==> config.mk <==
export PLATFORM = sky130hd
export DESIGN_NAME = rpt_down_timer
export DESIGN_NICKNAME = d
export VERILOG_FILES = /design/src/rtl/rpt_timer_pkg.sv /design/src/rtl/rpt_timer_regs.sv /design/src/rtl/rpt_timer_core.sv /design/src/rtl/rpt_timer_flags.sv /design/src/rtl/rpt_timer_outs.sv /design/src/rtl/rpt_down_timer.sv
export SDC_FILE = /design/constraint.sdc
export NUM_CORES = 1
export LEC_CHECK = 0
export BUFFER_PORTS_ARGS = -buffer_cell sky130_fd_sc_hd__buf_2
export CAP_MARGIN = 20
export CORE_MARGIN = 2
export CORE_UTILIZATION = 55
export CTS_CLUSTER_SIZE = 28
export DETAILED_ROUTE_END_ITERATION = 10
export PLACE_DENSITY = 0.72
export SLEW_MARGIN = 5
export SYNTH_ARGS = -nofsm -noshare
export SYNTH_HDL_FRONTEND = slang
export SYNTH_SLANG_ARGS = --single-unit
==> constraint.sdc <==
create_clock -name clk -period 4.35 [get_ports clk]
set_input_delay 1.0875 -clock clk [delete_from_list [all_inputs] [get_ports clk]]
set_output_delay 1.0875 -clock clk [all_outputs]
set_load 0.01 [all_outputs]
==> src/rtl/rpt_timer_pkg.sv <==
package rpt_timer_pkg;
  localparam int ADDR_W = 3;
  localparam int NFLAG  = 4;

  typedef enum logic [ADDR_W-1:0] {
    ADR_CMD  = 3'd0,
    ADR_CNT  = 3'd1,
    ADR_CMPA = 3'd2,
    ADR_CMPB = 3'd3,
    ADR_RPTA = 3'd4,
    ADR_RPTB = 3'd5,
    ADR_CFG  = 3'd6,
    ADR_FCLR = 3'd7
  } reg_addr_e;

  localparam int CMD_START = 0;
  localparam int CMD_STOP  = 1;
  localparam int CMD_CLEAR = 2;

  localparam int CFG_TOP   = 0;
  localparam int CFG_BUF   = 1;
  localparam int CFG_PULSE = 2;

  localparam int FL_MATCHA = 0;
  localparam int FL_MATCHB = 1;
  localparam int FL_UNDER  = 2;
  localparam int FL_REPZ   = 3;

  typedef struct packed {
    logic pulse;
    logic buffered;
    logic top_en;
  } cfg_t;
endpackage

==> src/rtl/rpt_timer_regs.sv <==
module rpt_timer_regs
  import rpt_timer_pkg::*;
#(
  parameter int CNT_W = 16,
  parameter int REP_W = 8
) (
  input  logic             clk,
  input  logic             rst,
  input  logic             wr_en,
  input  logic [ADDR_W-1:0] wr_addr,
  input  logic [CNT_W-1:0] wr_data,
  input  logic             uf,
  output logic [CNT_W-1:0] cmpa_q,
  output logic [CNT_W-1:0] cmpb_q,
  output logic [REP_W-1:0] rpta_q,
  output logic [REP_W-1:0] rptb_q,
  output cfg_t             cfg_q
);
  localparam logic [REP_W-1:0] REP_ONE = REP_W'(1);

  logic wr_cmpa, wr_cmpb, wr_rpta, wr_rptb, wr_cfg;
  assign wr_cmpa = wr_en && (wr_addr == ADR_CMPA);
  assign wr_cmpb = wr_en && (wr_addr == ADR_CMPB);
  assign wr_rpta = wr_en && (wr_addr == ADR_RPTA);
  assign wr_rptb = wr_en && (wr_addr == ADR_RPTB);
  assign wr_cfg  = wr_en && (wr_addr == ADR_CFG);

  always_ff @(posedge clk) begin
    if (rst) begin
      cmpa_q <= '0;
      cmpb_q <= '0;
      rpta_q <= '0;
      rptb_q <= '0;
      cfg_q  <= '0;
    end else begin
      if (wr_cmpa)
        cmpa_q <= wr_data;
      else if (uf && cfg_q.buffered)
        cmpa_q <= cmpb_q;

      if (wr_cmpb)
        cmpb_q <= wr_data;

      if (wr_rpta)
        rpta_q <= wr_data[REP_W-1:0];
      else if (uf && (rpta_q != '0)) begin
        if (rpta_q == REP_ONE)
          rpta_q <= cfg_q.buffered ? rptb_q : '0;
        else
          rpta_q <= rpta_q - REP_ONE;
      end

      if (wr_rptb)
        rptb_q <= wr_data[REP_W-1:0];

      if (wr_cfg)
        cfg_q <= cfg_t'(wr_data[2:0]);
    end
  end
endmodule

==> src/rtl/rpt_timer_core.sv <==
module rpt_timer_core
  import rpt_timer_pkg::*;
#(
  parameter int CNT_W = 16,
  parameter int REP_W = 8
) (
  input  logic             clk,
  input  logic             rst,
  input  logic             tick,
  input  logic             start_cmd,
  input  logic             stop_cmd,
  input  logic             clr_cmd,
  input  logic             cnt_wr,
  input  logic [CNT_W-1:0] wr_val,
  input  cfg_t             cfg,
  input  logic [CNT_W-1:0] cmpa,
  input  logic [CNT_W-1:0] cmpb,
  input  logic [REP_W-1:0] rpta,
  input  logic [REP_W-1:0] rptb,
  output logic [CNT_W-1:0] cnt_q,
  output logic             running_q,
  output logic             uf,
  output logic             hit_a,
  output logic             hit_b,
  output logic             rep_out
);
  localparam logic [REP_W-1:0] REP_ONE = REP_W'(1);

  logic [CNT_W-1:0] cnt_d;
  logic [CNT_W-1:0] top_val;
  logic [CNT_W-1:0] reload_val;
  logic             adv;
  logic             halt;

  assign top_val    = cfg.top_en ? cmpa : '1;
  assign reload_val = cfg.top_en ? (cfg.buffered ? cmpb : cmpa) : '1;

  always_comb begin
    cnt_d = cnt_q;
    adv   = 1'b0;
    uf    = 1'b0;
    if (clr_cmd) begin
      cnt_d = start_cmd ? top_val : '0;
    end else if (cnt_wr) begin
      cnt_d = wr_val;
    end else if (running_q && tick && !stop_cmd) begin
      adv = 1'b1;
      if (cnt_q == '0) begin
        uf    = 1'b1;
        cnt_d = reload_val;
      end else begin
        cnt_d = cnt_q - 1'b1;
      end
    end
  end

  assign rep_out = uf && (rpta == REP_ONE);
  assign halt    = rep_out && !(cfg.buffered && (rptb != '0));
  assign hit_a   = adv && (cnt_d == cmpa);
  assign hit_b   = adv && (cnt_d == cmpb);

  always_ff @(posedge clk) begin
    if (rst) begin
      cnt_q     <= '0;
      running_q <= 1'b0;
    end else begin
      cnt_q <= cnt_d;
      if (stop_cmd)
        running_q <= 1'b0;
      else if (start_cmd)
        running_q <= 1'b1;
      else if (halt)
        running_q <= 1'b0;
    end
  end
endmodule

==> src/rtl/rpt_timer_flags.sv <==
module rpt_timer_flags
  import rpt_timer_pkg::*;
(
  input  logic             clk,
  input  logic             rst,
  input  logic [NFLAG-1:0] set_vec,
  input  logic             clr_wr,
  input  logic [NFLAG-1:0] clr_mask,
  output logic [NFLAG-1:0] flags_q
);
  for (genvar i = 0; i < NFLAG; i++) begin : g_flag
    always_ff @(posedge clk) begin
      if (rst)
        flags_q[i] <= 1'b0;
      else if (set_vec[i])
        flags_q[i] <= 1'b1;
      else if (clr_wr && clr_mask[i])
        flags_q[i] <= 1'b0;
    end
  end
endmodule

==> src/rtl/rpt_timer_outs.sv <==
module rpt_timer_outs #(
  parameter int NOUT = 2
) (
  input  logic            clk,
  input  logic            rst,
  input  logic            tick,
  input  logic            uf,
  input  logic            pulse_mode,
  input  logic [NOUT-1:0] ch_en,
  output logic [NOUT-1:0] out_q
);
  for (genvar c = 0; c < NOUT; c++) begin : g_ch
    always_ff @(posedge clk) begin
      if (rst || !ch_en[c])
        out_q[c] <= 1'b0;
      else if (pulse_mode) begin
        if (uf)
          out_q[c] <= 1'b1;
        else if (tick)
          out_q[c] <= 1'b0;
      end else if (uf)
        out_q[c] <= ~out_q[c];
    end
  end
endmodule

==> src/rtl/rpt_down_timer.sv <==
module rpt_down_timer
  import rpt_timer_pkg::*;
#(
  parameter int CNT_W = 16,
  parameter int REP_W = 8
) (
  input  logic              clk,
  input  logic              rst,
  input  logic              tick,
  input  logic              ext_start,
  input  logic              wr_en,
  input  logic [ADDR_W-1:0] wr_addr,
  input  logic [CNT_W-1:0]  wr_data,
  output logic [CNT_W-1:0]  count,
  output logic              running,
  output logic [NFLAG-1:0]  flags,
  output logic              out0,
  output logic              out1
);
  logic cmd_wr, start_cmd, stop_cmd, clr_cmd, cnt_wr, fclr_wr;
  logic uf, hit_a, hit_b, rep_out;
  logic [CNT_W-1:0] cmpa, cmpb;
  logic [REP_W-1:0] rpta, rptb;
  cfg_t             cfg;
  logic [NFLAG-1:0] set_vec;
  logic [1:0]       ch_en;
  logic [1:0]       outs;

  assign cmd_wr    = wr_en && (wr_addr == ADR_CMD);
  assign start_cmd = (cmd_wr && wr_data[CMD_START]) || ext_start;
  assign stop_cmd  = cmd_wr && wr_data[CMD_STOP];
  assign clr_cmd   = cmd_wr && wr_data[CMD_CLEAR];
  assign cnt_wr    = wr_en && (wr_addr == ADR_CNT);
  assign fclr_wr   = wr_en && (wr_addr == ADR_FCLR);

  rpt_timer_regs #(.CNT_W(CNT_W), .REP_W(REP_W)) u_regs (
    .clk(clk), .rst(rst), .wr_en(wr_en), .wr_addr(wr_addr), .wr_data(wr_data),
    .uf(uf), .cmpa_q(cmpa), .cmpb_q(cmpb), .rpta_q(rpta), .rptb_q(rptb),
    .cfg_q(cfg)
  );

  rpt_timer_core #(.CNT_W(CNT_W), .REP_W(REP_W)) u_core (
    .clk(clk), .rst(rst), .tick(tick), .start_cmd(start_cmd),
    .stop_cmd(stop_cmd), .clr_cmd(clr_cmd), .cnt_wr(cnt_wr), .wr_val(wr_data),
    .cfg(cfg), .cmpa(cmpa), .cmpb(cmpb), .rpta(rpta), .rptb(rptb),
    .cnt_q(count), .running_q(running), .uf(uf), .hit_a(hit_a),
    .hit_b(hit_b), .rep_out(rep_out)
  );

  always_comb begin
    set_vec            = '0;
    set_vec[FL_MATCHA] = hit_a;
    set_vec[FL_MATCHB] = hit_b;
    set_vec[FL_UNDER]  = uf;
    set_vec[FL_REPZ]   = rep_out;
  end

  rpt_timer_flags u_flags (
    .clk(clk), .rst(rst), .set_vec(set_vec), .clr_wr(fclr_wr),
    .clr_mask(wr_data[NFLAG-1:0]), .flags_q(flags)
  );

  assign ch_en = {(rptb != '0), 1'b1};

  rpt_timer_outs #(.NOUT(2)) u_outs (
    .clk(clk), .rst(rst), .tick(tick), .uf(uf), .pulse_mode(cfg.pulse),
    .ch_en(ch_en), .out_q(outs)
  );

  assign out0 = outs[0];
  assign out1 = outs[1];
endmodule

# Word-level counts from Yosys, hierarchy flattened
# Index checks and enable logic that the tools add are counted.
# word_totals
ff_bits	74
output_inout_bits	23
# op_classes
n_reduce_logical	44
n_addsub	2
mux	37
eq_ne	10
n_bitwise	2
# ops
operator	n
$mux 16	10
$eq 16x16->1	2
$mux 8	4
$logic_and 1x1->1	24
$mux 1	23
$reduce_bool 2->1	9
$logic_not 16->1	1
$reduce_bool 8->1	2
$sub 16x1->16 const B	1
$eq 3x3->1 const B	4
$eq 8x1->1 const B	1
$sub 8x1->8 const B	1
$eq 3x2->1 const B	2
$eq 3x1->1 const B	1
$logic_not 1->1	3
$logic_not 3->1	1
$logic_or 1x1->1	2
$not 1->1	2
$reduce_and 2->1	1
$reduce_or 2->1	1

# Depth between registers and ports, before layout
# logic_depth
word_depth	12
mapped_depth	12
mapped_depth_nobuf	11

# By module
# A second synthesis with hierarchy kept.
# hier_totals
hier_cells	727
area_unflattened_um2	5342.6
# modules_own_cells
module	area_each_um2	instances	seq_area_each_um2	cells_per_inst
rpt_timer_core	2650.0	1	340.3	394
rpt_timer_regs	2378.5	1	1021.0	296
rpt_timer_flags	145.1	1	80.1	16
rpt_timer_outs	96.3	1	40.0	9
rpt_down_timer	72.6	1	0.0	12

# Worst setup path after synthesis
# No wires, ideal clock.
# synth_path
kind	input-to-reg
start	input port wr_addr[2]
end	register u_flags.flags_q[1]
setup_slack_ns	1.318
required_ns	4.234
t_arrival_ns	2.916
setup_time_ns	0.116
path_stages	11
path_buffers	2
cell_sequence	buf_2 > nor3b_4 > and2_1 > buf_2 > nor3_1 > nand4_1 > a21o_1 > mux2_2 > a31oi_1 > nor4_2 > a31o_1
# synth_via
elab_chain_cells	11
# synth_lines
element	line	text
start: declaration	rpt_down_timer.sv:12	input logic [ADDR_W-1:0] wr_addr,
$logic_not 3->1	rpt_down_timer.sv:29	assign cmd_wr = wr_en && (wr_addr == ADR_CMD);
$logic_and 1x1->1	rpt_down_timer.sv:29	
$logic_and 1x1->1	rpt_down_timer.sv:31	assign stop_cmd = cmd_wr && wr_data[CMD_STOP];
$logic_not 1->1	rpt_timer_core.sv:46	end else if (running_q && tick && !stop_cmd) begin
$logic_and 1x1->1	rpt_timer_core.sv:46	
$mux 16	rpt_timer_core.sv:46	
$mux 16	rpt_timer_core.sv:44	end else if (cnt_wr) begin
$mux 16	rpt_timer_core.sv:42	if (clr_cmd) begin
$eq 16x16->1	rpt_timer_core.sv:60	assign hit_b = adv && (cnt_d == cmpb);
$logic_and 1x1->1	rpt_timer_core.sv:60	
$mux 1 or $reduce_bool 2->1 (tied branches)	--	
end signal: indexed assignment	rpt_timer_flags.sv:14	flags_q[i] <= 1'b0;
end signal: indexed assignment	rpt_timer_flags.sv:16	flags_q[i] <= 1'b1;
end signal: indexed assignment	rpt_timer_flags.sv:18	flags_q[i] <= 1'b0;
end: declaration	rpt_timer_flags.sv:9	output logic [NFLAG-1:0] flags_q
# Several ways; a longest one is shown, not always the timed one.
# A chain may end at the register's enable or synchronous reset.

# Final worst setup path
# Same ends and word-level chain as after synthesis.

==> metrics.txt <==
status=complete, no violations; largest net degree at the start of global routing=75; pwr/cell area=353.9 mW/mm²; Ports=between 40 and 50; Critical-path top delay cell=o21ai_1; max incr delay on CP=roughly 0.48 ns; Final Core Density=approximately 63%; wire length on met2=between 6000 and 7000 µm; layout net count=723; Multi-input gate area=0.003336 mm²; wire length of the first global-routing pass=25880 µm; WP data required=4.64 ns; RSZ-0062 raised after global routing=no; clock buffer depth=2; core footprint=around 0.0088 mm²; Hold WS=roughly 0.46 ns; Mapped Nets=around 700; cell taking the most area after synthesis=dfxtp_1; Min-Delay Path Class=register to register; hpwl dp=approximately 12000 µm; Crit Path Max Fanout=11; Port Buf Inserts=46; P_leak=about 0.002 µW; post-cts sizing count=0; Top delay family on crit path=compound AO/OA/AOI/OAI gates; r2r setup slk=~1.4 ns; n_diodes=0; H-tree Lvls=3; final non-filler cell total=just over 800; post-synth top area share=between 20% and 30%; Layout area overhead=9.572%; Yosys reg bits=74; Root Driver=clkbuf_8; P_sw=~740 µW; final setup fails=0; First DRT Iteration DRCs=a little over 600; share of layout cells above drive strength 1=15.57%; Detail Route Antenna Nets=0; hold_buf cts=0; Worst Path Buf+Inv=1; total CTS buffers=9; register clock-pin slew on the reported worst setup and hold paths=about 0.090 ns; total grt overflow=0; GPL Wtd Cong=0.9996; slew at the pin closest to its max-slew limit=between 1 and 1.5 ns; Seq pwr share=38.7%; Via density=about 6.6; Worst Path Arrival=roughly 3.8 ns; post-synthesis sequential area ratio=between 20% and 30%; worst relative slew slack=~22%; Syn Area/Cell=7.550 µm²; Fin. Hold Viols=0; clock share of power=between 20% and 30%; Final Max Tran Viols=0; Top Metal Used=met4; vias in the first global route=about 4700; CP Capture Type=register; Crit Path Class=input pin to register; synthesized area=a little over 0.005 mm²; pre-CTS setup slack=0.4075 ns; placed cells=791; DRT Pass-1 Iters=5; CTS Sinks=between 70 and 80; worst vdd ir=between 200 and 250 µV; fin crit period=about 3.5 ns; clk_lat worst skew=between 0.3 and 0.4 ns; vias=roughly 5300; fin crit share=a little over 80%; Die H=between 90 and 100 µm; initial antenna violation count=0; Gate power share=roughly a third; Async SR Flop Fraction=0%; Post-CTS Setup Bufs=0; max cap viols=0; Synth Instances=670; Switching Share=between 30% and 40%; GR Util All Layers=between 30 and 40%; Sequential Area=roughly 0.0015 mm²; CP Cell Sequence=buf_2 -> nor3b_4 -> o21ai_1 -> a32oi_1 -> o21ai_0 -> a31oi_1 -> xor2_1 -> nand3_1 -> nor3_1 -> a31o_1; setup tns final=0 ns; CTS tree=built; Fill cells=825; Final Worst Setup Slack=about 0.84 ns; Starting Density=between 50 and 60%; synth top area cells=dfxtp_1, a21oi_1, nand2_1, mux2i_1, nor2_1; wire length per cell=a little over 20 µm; Remaining DRCs=0; total die area=0.009981 mm²; number of synthesized flops with an enable pin=0; Final Skew=0.01856 ns; f_max=roughly 290 MHz; Met1 Routed Length=7180 µm; Rows=34; P_int=approximately 1200 µW; Synth Warn #=0; CP Launch Type=input pin; Yosys cell types=just over 80; Most used DFF post-synth=dfxtp_1; DR WL met3=approximately 2300 µm; Die Wd=99.91 µm; WL final=approximately 17000 µm
-- final timing paths --
| kind | start | to | depth (start not counted) |
|---|---|---|---|
| setup / recovery | wr_addr[2] | u_flags.flags_q[1]$_SDFFE_PP0P_ | 10 |
| hold / removal | u_outs.out_q[1]$_SDFFE_PP0P_ | u_outs.out_q[1]$_SDFFE_PP0P_ | 1 |
| setup reg to reg | u_core.cnt_q[10]$_SDFF_PP0_ | u_flags.flags_q[1]$_SDFFE_PP0P_ | 9 |
| hold reg to reg | u_outs.out_q[1]$_SDFFE_PP0P_ | u_outs.out_q[1]$_SDFFE_PP0P_ | 1 |
-- kinds of logic after synthesis --
kind of cell	Yosys count	synth area share [%]
compound gates	196	25.97
simple gates	281	28.44
fa+ha+maj	4	0.9894
flops	74	29.29
buf+inv	59	4.774
xor+xnor	24	4.155
mux	32	6.381
-- metal layers --
metal | track usage (%) | up-vias
met2 | 45.89 | 378
met3 | 10.86 | 37
met1 | 49.61 | 2431
met4 | 9.484 | 0
li1 | - | 2491
met5 | 0 | -
-- sequential cells by signal (all words and copies together) (netlist names) --
name / flops
u_outs.out_q: 2
u_regs.cfg_q: 3
u_core.cnt_q: 16
u_flags.flags_q: 4
u_core.running_q: 1
u_regs.cmpb_q: 16
u_regs.cmpa_q: 16
u_regs.rptb_q: 8
u_regs.rpta_q: 8
-- layout make-up --
type | instances | area share (%)
inverters | 16 | 1.084
flip-flops and latches | 74 | 26.73
clock buffers | 10 | 2.483
clock inverters | 6 | 1.309
well taps | 108 | 2.438
repair buffers | 57 | 5.779
multi-input cells | 537 | 60.18
-- cells in the final DEF, fill, tap and decap left out, types with 11 or more instances in the layout --
master    synthesis  layout
a211oi_1         18      18
a21oi_1          78      78
buf_2            16      46
dfxtp_1          74      74
inv_1            16      16
mux2i_1          30      30
nand2_1         101     101
nand3_1          23      23
nand4_1          13      13
nor2_1           68      68
nor3_1           14      14
o21ai_0          22      22
xnor2_1          13      13
xor2_1           11      11
-- through the flow --
| stage | area (µm²) | total power, µW |
|---|---|---|
| global route | 5543 | 2049 |
| global placement | 5318 | 1376 |
| detailed placement | 5318 | 1377 |
| floorplan | 5059 | 1208 |
| finish | 5543 | 1962 |
| CTS | 5528 | 1949 |
-- cell usage after synthesis, types with 13 or more instances --
master,n
xnor2_1,13
nand2_1,101
buf_2,16
o21ai_0,22
nand4_1,13
nor3_1,14
nor2_1,68
dfxtp_1,74
a21oi_1,78
mux2i_1,30
a211oi_1,18
inv_1,16
clkbuf_1,26
nand3_1,23
-- power by group through the flow --
stage	sequential, µW	clock (µW)	combinational, µW
after floorplan	767	0	441
after global placement	771	0	605
after detailed placement	774	0	603
after CTS	758	585	606
after global routing	766	610	673
final	760	575	627
Note: power is estimated with default switching activity, not from simulation.
